==> src/rtl/ssm_pkg.sv <==
package ssm_pkg;

    localparam int OFS_W = 12;
    localparam int SEL_W = 2;

    typedef enum logic {
        SPREAD_CENTER = 1'b0,
        SPREAD_DOWN   = 1'b1
    } spread_e;

    typedef enum logic [SEL_W-1:0] {
        DEPTH_0P5 = 2'd0,
        DEPTH_1P0 = 2'd1,
        DEPTH_1P5 = 2'd2,
        DEPTH_3P0 = 2'd3
    } depth_e;

    typedef struct packed {
        logic    en;
        spread_e mode;
        depth_e  depth;
    } mod_cfg_t;

    // Depth in parts per ten thousand of nominal.
    function automatic logic [OFS_W-1:0] depth_ppt(depth_e d);
        case (d)
            DEPTH_0P5: depth_ppt = OFS_W'(50);
            DEPTH_1P0: depth_ppt = OFS_W'(100);
            DEPTH_1P5: depth_ppt = OFS_W'(150);
            default:   depth_ppt = OFS_W'(300);
        endcase
    endfunction

    // Peak-to-peak span of the triangle.
    function automatic logic [OFS_W-1:0] span_ppt(spread_e m, depth_e d);
        span_ppt = (m == SPREAD_DOWN) ? depth_ppt(d) : (depth_ppt(d) << 1);
    endfunction

endpackage

==> src/rtl/ssm_prescaler.sv <==
module ssm_prescaler #(
    parameter int DIV = 250
) (
    input  logic clk_i,
    input  logic rst_i,
    input  logic clr_i,
    output logic tick_o
);
    localparam int CW = (DIV > 1) ? $clog2(DIV) : 1;

    logic [CW-1:0] cnt_q;

    assign tick_o = (cnt_q == CW'(DIV - 1));

    always_ff @(posedge clk_i) begin
        if (rst_i || clr_i || tick_o) cnt_q <= '0;
        else                          cnt_q <= cnt_q + 1'b1;
    end

    AST_PRESC_RANGE: assert property (@(posedge clk_i) disable iff (rst_i)
        cnt_q <= CW'(DIV - 1));

endmodule

==> src/rtl/ssm_tri_core.sv <==
module ssm_tri_core
    import ssm_pkg::*;
#(
    parameter int HALF_LOG2 = 4
) (
    input  logic                    clk_i,
    input  logic                    rst_i,
    input  logic                    restart_i,
    input  logic                    step_i,
    input  mod_cfg_t                cfg_i,
    output logic signed [OFS_W-1:0] ofs_o
);
    localparam int N  = 1 << HALF_LOG2;
    localparam int KW = HALF_LOG2 + 1;

    logic [KW-1:0]        k_q, k_nx;
    logic                 up_q, go_up;
    logic [OFS_W-1:0]     q_q, q_nx, q_up, q_dn;
    logic [HALF_LOG2-1:0] r_q, r_nx, r_dn;
    logic [HALF_LOG2:0]   r_sum;
    logic [OFS_W-1:0]     span, depth, step_q;
    logic [HALF_LOG2-1:0] step_r;
    logic                 borrow;
    logic signed [OFS_W-1:0] ofs_q;

    always_comb begin
        span   = span_ppt(cfg_i.mode, cfg_i.depth);
        depth  = depth_ppt(cfg_i.depth);
        step_q = span >> HALF_LOG2;
        step_r = span[HALF_LOG2-1:0];
        // Reverse at the ends without repeating the extreme value.
        go_up  = up_q ? (k_q != KW'(N)) : (k_q == '0);
        r_sum  = {1'b0, r_q} + {1'b0, step_r};
        q_up   = q_q + step_q + {{(OFS_W-1){1'b0}}, r_sum[HALF_LOG2]};
        borrow = (r_q < step_r);
        r_dn   = r_q - step_r;
        q_dn   = q_q - step_q - {{(OFS_W-1){1'b0}}, borrow};
        q_nx   = go_up ? q_up : q_dn;
        r_nx   = go_up ? r_sum[HALF_LOG2-1:0] : r_dn;
        k_nx   = go_up ? (k_q + 1'b1) : (k_q - 1'b1);
    end

    always_ff @(posedge clk_i) begin
        if (rst_i) begin
            k_q   <= KW'(N / 2);
            up_q  <= 1'b1;
            q_q   <= '0;
            r_q   <= '0;
            ofs_q <= '0;
        end else if (restart_i) begin
            // Zero-offset point: mid-index rising (center) or top falling (down).
            k_q   <= (cfg_i.mode == SPREAD_DOWN) ? KW'(N) : KW'(N / 2);
            up_q  <= (cfg_i.mode != SPREAD_DOWN);
            q_q   <= depth;
            r_q   <= '0;
            ofs_q <= '0;
        end else if (step_i) begin
            k_q   <= k_nx;
            up_q  <= go_up;
            q_q   <= q_nx;
            r_q   <= r_nx;
            ofs_q <= signed'(q_nx) - signed'(depth);
        end
    end

    assign ofs_o = ofs_q;

    AST_INDEX_RANGE: assert property (@(posedge clk_i) disable iff (rst_i)
        k_q <= KW'(N));

    AST_TURN_AT_TOP: assert property (@(posedge clk_i) disable iff (rst_i)
        (step_i && !restart_i && k_q == KW'(N)) |=> (!up_q && k_q == KW'(N - 1)));

endmodule

==> src/rtl/ssm_tri_mod_gen.sv <==
module ssm_tri_mod_gen
    import ssm_pkg::*;
#(
    parameter int SYS_CLK_HZ = 100_000_000,
    parameter int MOD_HZ     = 12_500,
    parameter int HALF_LOG2  = 4
) (
    input  logic                            clk_i,
    input  logic                            rst_i,
    input  logic                            mod_en_i,
    input  logic                            spread_down_i,
    input  logic [1:0]                      rate_sel_i,
    output logic signed [ssm_pkg::OFS_W-1:0] ofs_o,
    output logic                            upd_stb_o
);
    localparam int N   = 1 << HALF_LOG2;
    localparam int DIV = SYS_CLK_HZ / (MOD_HZ * 2 * N);

    mod_cfg_t cfg_d, cfg_q;
    logic     restart, tick, step, stb_q;

    assign cfg_d   = '{en: mod_en_i, mode: spread_e'(spread_down_i), depth: depth_e'(rate_sel_i)};
    assign restart = (cfg_d != cfg_q);
    assign step    = tick && cfg_q.en && !restart;

    always_ff @(posedge clk_i) begin
        if (rst_i) begin
            cfg_q <= '{en: 1'b0, mode: SPREAD_CENTER, depth: DEPTH_0P5};
            stb_q <= 1'b0;
        end else begin
            cfg_q <= cfg_d;
            stb_q <= step;
        end
    end

    ssm_prescaler #(.DIV(DIV)) u_presc (
        .clk_i  (clk_i),
        .rst_i  (rst_i),
        .clr_i  (restart || !cfg_q.en),
        .tick_o (tick)
    );

    ssm_tri_core #(.HALF_LOG2(HALF_LOG2)) u_core (
        .clk_i     (clk_i),
        .rst_i     (rst_i),
        .restart_i (restart),
        .step_i    (step),
        .cfg_i     (cfg_d),
        .ofs_o     (ofs_o)
    );

    assign upd_stb_o = stb_q;

    // Checking aids derived from the registered configuration.
    logic signed [OFS_W-1:0] lim_s, stp_s;
    assign lim_s = signed'(depth_ppt(cfg_q.depth));
    assign stp_s = signed'(span_ppt(cfg_q.mode, cfg_q.depth) >> HALF_LOG2) + OFS_W'(1);

    AST_CENTER_BOUND: assert property (@(posedge clk_i) disable iff (rst_i)
        (cfg_q.en && cfg_q.mode == SPREAD_CENTER) |-> (ofs_o <= lim_s && ofs_o >= -lim_s));

    AST_DOWN_NONPOS: assert property (@(posedge clk_i) disable iff (rst_i)
        (cfg_q.en && cfg_q.mode == SPREAD_DOWN) |-> (ofs_o <= 0 && ofs_o >= -lim_s));

    AST_IDLE_ZERO: assert property (@(posedge clk_i) disable iff (rst_i)
        !cfg_q.en |-> (ofs_o == 0 && !upd_stb_o));

    AST_RESTART_ZERO: assert property (@(posedge clk_i) disable iff (rst_i)
        restart |=> (ofs_o == 0 && !upd_stb_o));

    AST_STEP_SIZE: assert property (@(posedge clk_i) disable iff (rst_i)
        upd_stb_o |-> ((ofs_o - $past(ofs_o)) <= stp_s && (ofs_o - $past(ofs_o)) >= -stp_s));

    AST_STB_SINGLE: assert property (@(posedge clk_i) disable iff (rst_i)
        upd_stb_o |=> !upd_stb_o);

endmodule

==> config.mk <==
export PLATFORM = sky130hd
export DESIGN_NAME = ssm_tri_mod_gen
export DESIGN_NICKNAME = d
export VERILOG_FILES = /design/src/rtl/ssm_pkg.sv /design/src/rtl/ssm_prescaler.sv /design/src/rtl/ssm_tri_core.sv /design/src/rtl/ssm_tri_mod_gen.sv
export SDC_FILE = /design/constraint.sdc
export NUM_CORES = 1
export LEC_CHECK = 0
export ABC_AREA = 1
export BUFFER_PORTS_ARGS = -buffer_cell sky130_fd_sc_hd__buf_2
export CORE_UTILIZATION = 63
export CTS_CLUSTER_DIAMETER = 80
export DETAILED_ROUTE_END_ITERATION = 6
export GPL_TIMING_DRIVEN = 0
export PLACE_DENSITY_LB_ADDON = 0.3
export SYNTH_ARGS = -nofsm -noshare
export SYNTH_HDL_FRONTEND = slang
export SYNTH_HIERARCHICAL = 1
export SYNTH_SLANG_ARGS = --single-unit
==> constraint.sdc <==
create_clock -name clk_i -period 5.5 [get_ports clk_i]
set_input_delay 0.55 -clock clk_i [delete_from_list [all_inputs] [get_ports clk_i]]
set_output_delay 0.55 -clock clk_i [all_outputs]
set_load 0.05 [all_outputs]
After elaboration in Yosys (flattened, before gate mapping)

Index checks and enable logic that the tools add are counted.

Order comparisons: 1
Muxes and demuxes: 13
Reductions and logical operators: 11
Add/sub/neg operators: 10
Bitwise gates (word level): 1
Equal/unequal tests: 5

Operator list:

| kind                                                               | number |
|---|---|
| 12-bit 2-to-1 mux                                                  | 3 |
| 9-bit one-hot mux with 3 select lines                              | 1 |
| 5-bit 2-to-1 mux                                                   | 4 |
| 12-bit by 1-bit adder with 12-bit output                           | 1 |
| 12-bit by 8-bit adder with 12-bit output                           | 1 |
| 12-bit by 1-bit subtractor with 12-bit output                      | 1 |
| 12-bit by 10-bit subtractor with 12-bit output                     | 1 |
| 12-bit by 8-bit subtractor with 12-bit output                      | 1 |
| 10-bit 2-to-1 mux                                                  | 1 |
| 8-bit by 1-bit adder with 8-bit output, second input constant      | 1 |
| 8-bit == test, second input constant                               | 1 |
| 4-bit by 4-bit adder with 5-bit output                             | 1 |
| 5-bit by 1-bit adder with 5-bit output, second input constant      | 1 |
| 5-bit logical NOT                                                  | 1 |
| 5-bit inequality test, second input constant                       | 1 |
| 5-bit by 1-bit subtractor with 5-bit output, second input constant | 1 |
| 4-bit less-than comparator                                         | 1 |
| 4-bit 2-to-1 mux                                                   | 1 |
| 4-bit inequality test                                              | 1 |
| 4-bit subtractor                                                   | 1 |
| 1-bit logical OR                                                   | 3 |
| 1-bit 2-to-1 mux                                                   | 3 |
| 2-bit by 1-bit == test with 1-bit output, second input constant    | 1 |
| 2-bit == test, second input constant                               | 1 |
| 6 further kinds                                                    | 8 |

Input port bits: 6
Flip-flop bits (word level): 47
Output and inout port bits: 13
Word-level logic and storage cells: 51

Logic depth before layout (Yosys ltp)

Gate-level depths: netlist (run 1).

Word-level depth: 8
Mapped depth: 33
Mapped depth without buffers: 33

By module

The synthesis (run 1) kept the hierarchy.

By module, submodules not included:

| module          | instances | sequential area each (um^2) | cells each | area an instance (um^2) |
|---|---|---|---|---|
| ssm_tri_core    | 1         | 660.6                       | 504        | 3,280.6 |
| ssm_prescaler   | 1         | 160.2                       | 54         | 394.1 |
| ssm_tri_mod_gen | 1         | 100.1                       | 38         | 241.5 |

Least setup slack after synthesis (run 1)

OpenSTA, ideal clock, no wires.

Path kind: input port to flip-flop
Start point: in rate_sel_i[1]
End point: reg u_core.ofs_q[11], in the netlist u_core/ofs_o[11]
Data arrival time: 4.785 ns
Data required time: 5.391 ns
Library setup time: 0.109 ns
Path buffers: 0
Slack: 0.606 ns
Stages on the path: 31
Cell sequence: nor2_1 -> a21oi_1 -> ha_1 -> o21bai_1 -> a21oi_1 -> fa_1 -> inv_1 -> ha_1 -> nor2_1 -> inv_1 -> fa_1 -> or2_2 -> o21a_1 -> inv_1 -> ha_1 -> inv_1 -> fa_1 -> nand2_1 -> nor2_1 -> o21bai_1 -> nand2_1 -> nand2_1 -> nand2_1 -> nand2_1 -> nand2_1 -> nor2_4 -> nand2_1 -> nand2_1 -> nand3_1 -> nand2_1 -> inv_1

Cells in the longest elaborated chain, start to end: 7
Elaborated cells between the ends (all ways): 17
Those cells by class: add/sub (6); order compare (1); eq/ne (3); mux (3); reduce/logical (4)

RTL lines:

| what                                                                                                      | line                                   | RTL |
|---|---|---|
| from (decl)                                                                                               | ssm_tri_mod_gen.sv:12                  | `input logic [1:0] rate_sel_i,` |
| 2-bit == test, or another cell as far along                                                               | ssm_pkg.sv:26                          | `case (d)` |
| 9-bit one-hot mux with 3 select lines                                                                     | ssm_pkg.sv:26                          |  |
| 10-bit 2-to-1 mux                                                                                         | ssm_pkg.sv:36                          | `span_ppt = (m == SPREAD_DOWN) ? depth_ppt(d) : (depth_ppt(d) << 1);` |
| 12-bit by 8-bit subtractor with 12-bit output, or another cell as far along                               | ssm_tri_core.sv:37                     | `q_dn = q_q - step_q - {{(OFS_W-1){1'b0}}, borrow};` |
| 12-bit by 1-bit subtractor with 12-bit output or 12-bit by 1-bit adder with 12-bit output (tied branches) | ssm_tri_core.sv:37, ssm_tri_core.sv:34 |  |
| 12-bit 2-to-1 mux                                                                                         | ssm_tri_core.sv:38                     | `q_nx = go_up ? q_up : q_dn;` |
| 12-bit by 10-bit subtractor with 12-bit output                                                            | ssm_tri_core.sv:62                     | `ofs_q <= signed'(q_nx) - signed'(depth);` |
| to (signal assigned)                                                                                      | ssm_tri_core.sv:62                     |  |
| to (decl)                                                                                                 | ssm_tri_core.sv:24                     | `logic signed [OFS_W-1:0] ofs_q;` |

Several ways; a longest one is shown, not always the timed one.
A chain may end at the register's enable or synchronous reset.

Worst setup path in the final report (run 1)

Start point: in rate_sel_i[0]
End point: reg u_core.ofs_q[11], in the netlist u_core/ofs_o[11]

Same word-level chain as after synthesis.

==> impl_metrics.env, run 1 <==
export IMPL_dpl_hpwl_mm=7.34
export IMPL_relSlewSlack_pct=61.2
export IMPL_syn_nets=645
export IMPL_die_y_um=80.8
export IMPL_worstHoldEndpoint="u_core/ofs_o[0]"
export IMPL_cp_max_fo=9
export IMPL_p_sw_share_pct=37.2
export IMPL_finalSetupViolCount=0
export IMPL_synth_warnings=6
export IMPL_rows=28
export IMPL_slowest_stage="fa_1"
export IMPL_irDropWorstVdd_v=0.000146
export IMPL_holdCritPathClass="reg2reg"
export IMPL_cts_buffers=5
export IMPL_synth_cells=596
export IMPL_hold_viol=0
export IMPL_wl_mm=9.42
export IMPL_worst_pin_slew_ps=575
export IMPL_hp_start="u_core/ofs_o[0]"
export IMPL_timing_rr_end="u_core/ofs_o[11]"
export IMPL_cts_max_path_buffers=2
export IMPL_area_delta_synth_final_pct=7.73
export IMPL_dr_pass1_iters=7
export IMPL_crit_top_cell="nand2_1"
export IMPL_p_per_area_nw_per_um2=227
export IMPL_ys_types=41
export IMPL_fp_dieArea_um2=6540
export IMPL_wl_per_cell_um=13.5
export IMPL_reg2reg_depth=29
export IMPL_first_global_vias=3506
export IMPL_root_buffer="clkbuf_8"
export IMPL_hold_path_depth=2
export IMPL_r2r_start="u_core/r_q[2]"
export IMPL_layout_drive_gt1_share_pct=12.9
export IMPL_layout_commonest_cell="nand2_1"
export IMPL_num_io_pins=19
export IMPL_viasPerCell=5.57
export IMPL_grt_setup_unrepaired="false"
export IMPL_synth_seq_cells=46
export IMPL_core_area_um2=5960
export IMPL_cts_tree="done"
export IMPL_grt_total_usage_pct=29.6
export IMPL_gp_congestion=0.901
export IMPL_layout_cells_most_common_list="nand2_1, inv_1, nor2_1"
export IMPL_htree_levels=2
export IMPL_grt_ovfl_total=0
export IMPL_crit_type="in2reg"
export IMPL_slowest_delay_ps=470
export IMPL_clockPowerShare_pct=27.8
export IMPL_grt_pass1_wl_mm=15.0
export IMPL_hold_slack_ps=472
export IMPL_arrival_ps=5420
export IMPL_dpl_instance_area_um2=4100
export IMPL_status="finished, final reports clean"
export IMPL_ant_nets=0
export IMPL_intPower_uw=602
export IMPL_grt_antenna_before_repair=0
export IMPL_fin_crit_sh_pct=94.6
export IMPL_avgSynthCellArea_um2=6.57
export IMPL_p_seq_share_pct=36.2
export IMPL_fin_util_pct=70.8
export IMPL_critPathLaunchType="primary input"
export IMPL_max_freq_ghz=0.192
export IMPL_first_iter_violations=284
export IMPL_drcViolationCount=0
export IMPL_synth_seq_area_share_pct=23.5
export IMPL_clkTransAtPathRegs_ps=100
export IMPL_fin_crit_ps=5200
export IMPL_slew_viol_final=0
export IMPL_synth_area_um2=3920
export IMPL_worstSetupEndpointType="flip-flop"
export IMPL_leakagePower_uw=0.00215
export IMPL_n_antenna_cell=0
export IMPL_postCtsHoldBufs=0
export IMPL_nets=670
export IMPL_p_switching_uw=357
export IMPL_worst_r2r_setup_slack_ps=720
export IMPL_portBuffers=18
export IMPL_p_comb_share_pct=36.0
export IMPL_clock_sinks=46
export IMPL_grt_start_max_net_pins=16
export IMPL_final_area_um2=4220
export IMPL_critPathRequiredTime_ps=5720
export IMPL_drv_cap=0
export IMPL_start_util_pct=65.8
export IMPL_worstSkewPairLatency_ps=300
export IMPL_die_w_um=80.8
export IMPL_clock_skew_ps=5.36
export IMPL_vias=3883
-- cells by family after synthesis --
logic type	synth area share, %
compound gates	14.7
xor+xnor	3.58
fa+ha+maj	15.3
buf+inv	11.9
flops	23.5
simple gates	31.0
-- power groups by stage --
| stage | Clock (uW) | Sequential, uW | Combinational, uW |
|---|---|---|---|
| finish | 266 | 347 | 346 |
| floorplan | 0 | 353 | 267 |
| CTS | 269 | 347 | 339 |
| global route | 278 | 348 | 386 |
| detailed placement | 0 | 355 | 335 |
| global placement | 0 | 354 | 324 |
-- cell usage after synthesis --
library cell	n	area (um^2)
a21boi_0	1	7.51
dfxtp_1	46	921
o21ai_2	2	17.5
or2_2	3	18.8
o21ai_1	2	10.0
o22ai_1	4	25.0
o22ai_2	2	25.0
inv_1	101	379
o221ai_1	1	8.76
a21o_1	1	7.51
nor3_1	2	10.0
buf_4	1	7.51
nand3b_1	2	15.0
nand3_1	29	145
ha_1	35	438
a21oi_4	1	16.3
nand4_1	4	25.0
inv_2	8	30.0
buf_2	3	15.0
nand2_4	2	22.5
o21a_1	2	15.0
o211ai_1	6	45.0
a21oi_2	2	17.5
nor3_2	1	10.0
o21bai_1	5	37.5
a22oi_1	1	7.51
xor2_1	12	105
and2_1	1	6.26
nand3_2	7	70.1
clkbuf_1	8	30.0
o21ai_0	23	115
fa_1	8	160
nor2_2	7	43.8
nand2_1	142	533
inv_4	1	6.26
nor2_4	2	22.5
a21oi_1	39	195
a31oi_1	4	25.0
nand2_2	10	62.6
nor2_1	61	229
xnor2_1	4	35.0
-- cell type report --
| cell class | instances | area (um^2) |
|---|---|---|
| plain buffers | 12 | 52.6 |
| clock buffers | 5 | 68.8 |
| clock inverters | 3 | 43.8 |
| fillers | 492 | 1740 |
| inverters | 110 | 415 |
| multi-input cells | 428 | 2530 |
| flip-flops and latches | 46 | 921 |
| well taps | 75 | 93.8 |
| repair buffers | 18 | 90.1 |
-- repair_timing --
item,4_1_cts,5_1_grt
gates resized for setup,0,2
endpoints found under the setup margin,0,2
setup buffers,0,0
-- sequential cells by signal, summed over array words and instances (netlist names) --
signal / cells
u_core/r_q: 3
cfg_q: 4
u_core/up_q: 1
u_core/q_q: 12
u_core/ofs_o: 12
u_presc/cnt_q: 8
upd_stb_o: 1
u_core/k_q: 5
-- worst max path at each step --
stage                             to     startpoint  slack, ps
detailed placement  u_core/ofs_o[11]  rate_sel_i[0]       -160
floorplan           u_core/ofs_o[11]  rate_sel_i[1]        610
CTS                 u_core/ofs_o[11]  rate_sel_i[0]        130
finish              u_core/ofs_o[11]  rate_sel_i[0]        300
global route        u_core/ofs_o[11]  rate_sel_i[0]         50
global placement    u_core/ofs_o[11]  rate_sel_i[0]        -60
-- stage by stage --
| step | total power (uW) | instances | TNS [ps] | setup WS, ps |
|---|---|---|---|---|
| 3_5_place_dp | 690 | 689 | -230 | -157 |
| 5_1_grt | 1010 | 697 | 0 | 54.8 |
| 2_1_floorplan | 621 | 596 | 0 | 606 |
| 3_3_place_gp | 679 | 689 | -58.4 | -58.4 |
| 6_report | 959 | 697 | 0 | 296 |
| 4_1_cts | 956 | 697 | 0 | 130 |
-- metal layers --
layer	global-route usage, %	up-vias	part of all wire (%)
li1	-	1926	-
met1	34.5	1796	43
met2	54.3	128	49
met3	4.83	33	5.6
met4	10.4	0	2.5
met5	0	-	0
-- critical path, delay by kind of cell --
family | cells | cell delay [ps]
AND/OR/NAND/NOR | 17 | 1840
buffers and inverters | 7 | 600
adder cells (fa/ha/maj) | 6 | 1980
AO/OA/AOI/OAI | 3 | 440
No activity file was read; power rests on OpenSTA's default activity.
==> inputs of run 2 (changes only) <==
- clock period: 5.5 -> 5.2 ns (I/O delays scaled with it)
==> run 2 against run 1 <==
Compared with the run above: worst hold slack lost 22 ps; clock power grew 7%; final area grew 1.4%; routed wire length grew 0.98%; critical path type unchanged; utilization grew 0.99 points.
==> impl_metrics.env, run 2 (synthesis gave the netlist of run 1 again) <==
export IMPL_dp_slack_ps=-427
export IMPL_status="finished, final reports clean"
export IMPL_root_buffer="clkbuf_8"
export IMPL_grt_ovfl_total=0
export IMPL_max_freq_ghz=0.201
export IMPL_irDropWorstVdd_v=0.000157
export IMPL_fillerInstances=481
export IMPL_wl_mm=9.51
export IMPL_fin_crit_sh_pct=95.8
export IMPL_cts_tree="done"
export IMPL_tns_ps=0
export IMPL_rows=28
export IMPL_wl_per_cell_um=13.6
export IMPL_finalSetupViolCount=0
export IMPL_die_w_um=80.8
export IMPL_start_util_pct=65.8
export IMPL_crit_type="in2reg"
export IMPL_hp_start="mod_en_i"
export IMPL_relSlewSlack_pct=61.2
export IMPL_vias=3902
export IMPL_critPathRequiredTime_ps=5420
export IMPL_drv_cap=0
export IMPL_clkTransAtPathRegs_ps=100
export IMPL_clock_sinks=46
export IMPL_slowest_delay_ps=540
export IMPL_n_antenna_cell=0
export IMPL_crit_top_cell="nand2_1"
export IMPL_critPathLaunchType="primary input"
export IMPL_area_delta_synth_final_pct=9.23
export IMPL_dr_pass1_iters=5
export IMPL_portBuffers=18
export IMPL_worstSkewPairLatency_ps=310
export IMPL_htree_levels=2
export IMPL_drcViolationCount=0
export IMPL_first_global_vias=3508
export IMPL_power_uw=1020
export IMPL_grt_pass1_wl_mm=15.1
export IMPL_num_io_pins=19
export IMPL_worstSetupEndpointType="flip-flop"
export IMPL_grt_total_usage_pct=29.7
export IMPL_setup_ws_ps=219
export IMPL_cts_buffers=5
export IMPL_reg_top3="u_core/ofs_o (12), u_core/q_q (12), u_presc/cnt_q (8)"
export IMPL_layout_commonest_cell="nand2_1"
export IMPL_leakagePower_uw=0.00216
export IMPL_grt_start_max_net_pins=16
export IMPL_grt_antenna_before_repair=0
export IMPL_nets=672
export IMPL_ant_nets=0
export IMPL_first_iter_violations=328
export IMPL_clock_skew_ps=7.10
export IMPL_cp_startpoint="rate_sel_i[0]"
export IMPL_cp_max_fo=9
export IMPL_slowest_stage="fa_1"
export IMPL_slew_viol_final=0
export IMPL_holdCritPathClass="in2reg"
export IMPL_core_area_um2=5960
export IMPL_fin_crit_ps=4980
export IMPL_die_y_um=80.8
export IMPL_arrival_ps=5200
export IMPL_fp_dieArea_um2=6540
export IMPL_hold_viol=0
export IMPL_p_per_area_nw_per_um2=239
export IMPL_gp_congestion=0.901
export IMPL_cts_max_path_buffers=2
export IMPL_r2r_start="u_core/r_q[2]"
export IMPL_layout_drive_gt1_share_pct=14.6
export IMPL_worst_pin_slew_ps=575
export IMPL_viasPerCell=5.58
export IMPL_layout_cells_most_common_list="nand2_1, inv_1, nor2_1"
export IMPL_dpl_hpwl_mm=7.34
## run 2: changes by cell type in the layout (fill, tap and decap cells not counted)
cell,delta
buf_4,+2
a21oi_1,-1
nor2_1,-4
inv_1,-3
a21oi_4,+1
nor2_2,+1
buf_2,-2
inv_2,+3
nand2_2,+1
nand2_1,-1
clkbuf_4,+2
nor2_4,+3
## run 2: area by class of cell
| type | count | area, um^2 | area share (%) |
|---|---|---|---|
| Clock buffer | 5 | 68.8 | 1.61 |
| Sequential cell | 46 | 921 | 21.5 |
| Tap cell | 75 | 93.8 | 2.19 |
| Buffer | 12 | 52.6 | 1.23 |
| Inverter | 110 | 415 | 9.71 |
| Multi-Input combinational cell | 428 | 2570 | 60.1 |
| Timing Repair Buffer | 20 | 110 | 2.57 |
| Clock inverter | 3 | 43.8 | 1.02 |
## run 2: path summary, 6_finish.rpt
path,endpoint,slack (ps),cells past startpoint
worst min-delay path,cfg_q[3],450,3
worst min register to register,u_core/ofs_o[0],470,2
worst max register to register,u_core/ofs_o[11],520,29
worst max-delay path,u_core/ofs_o[11],220,34
## run 2: layer usage
metal  vias up  GRT usage [%]  share of wire, %
met5         -              0                 0
met4         0           10.5               1.9
met3        25           4.83               5.9
met2       128           54.5                50
met1      1821           34.5                42
li1       1928              -                 -
## run 2: stage by stage
| stage | instances | hold WS (ps) | cell area [um^2] | util [%] |
|---|---|---|---|---|
| 2_1_floorplan | 596 | 444 | 3920 | - |
| 3_3_place_gp | 689 | 449 | 4100 | 68.8 |
| 3_5_place_dp | 689 | 459 | 4100 | 68.8 |
| 4_1_cts | 697 | 446 | 4220 | 70.8 |
| 5_1_grt | 699 | 455 | 4280 | 71.8 |
| 6_report | 699 | 449 | 4280 | 71.8 |
## run 2: what timing repair did
action,in CTS,in global routing
hold buffers,0,0
endpoints found under the setup margin,2,2
buffers inserted,0,2
gates resized for setup,2,15
pin swaps,0,3
endpoints found under the hold margin,0,0
## run 2: power breakdown
part | internal (uW) | switching, uW | leakage (uW)
Combinational | 137 | 235 | 0.00173
Clock | 144 | 141 | 0.0000585
Sequential | 360 | 7.78 | 0.000374
## run 2: critical path: cells and delay by family
family                     cells  cell delay, ps
buffers and inverters          8             650
adders and majority gates      6            2030
and+or+nand+nor               17            1660
AOI/OAI and AO/OA              3             340
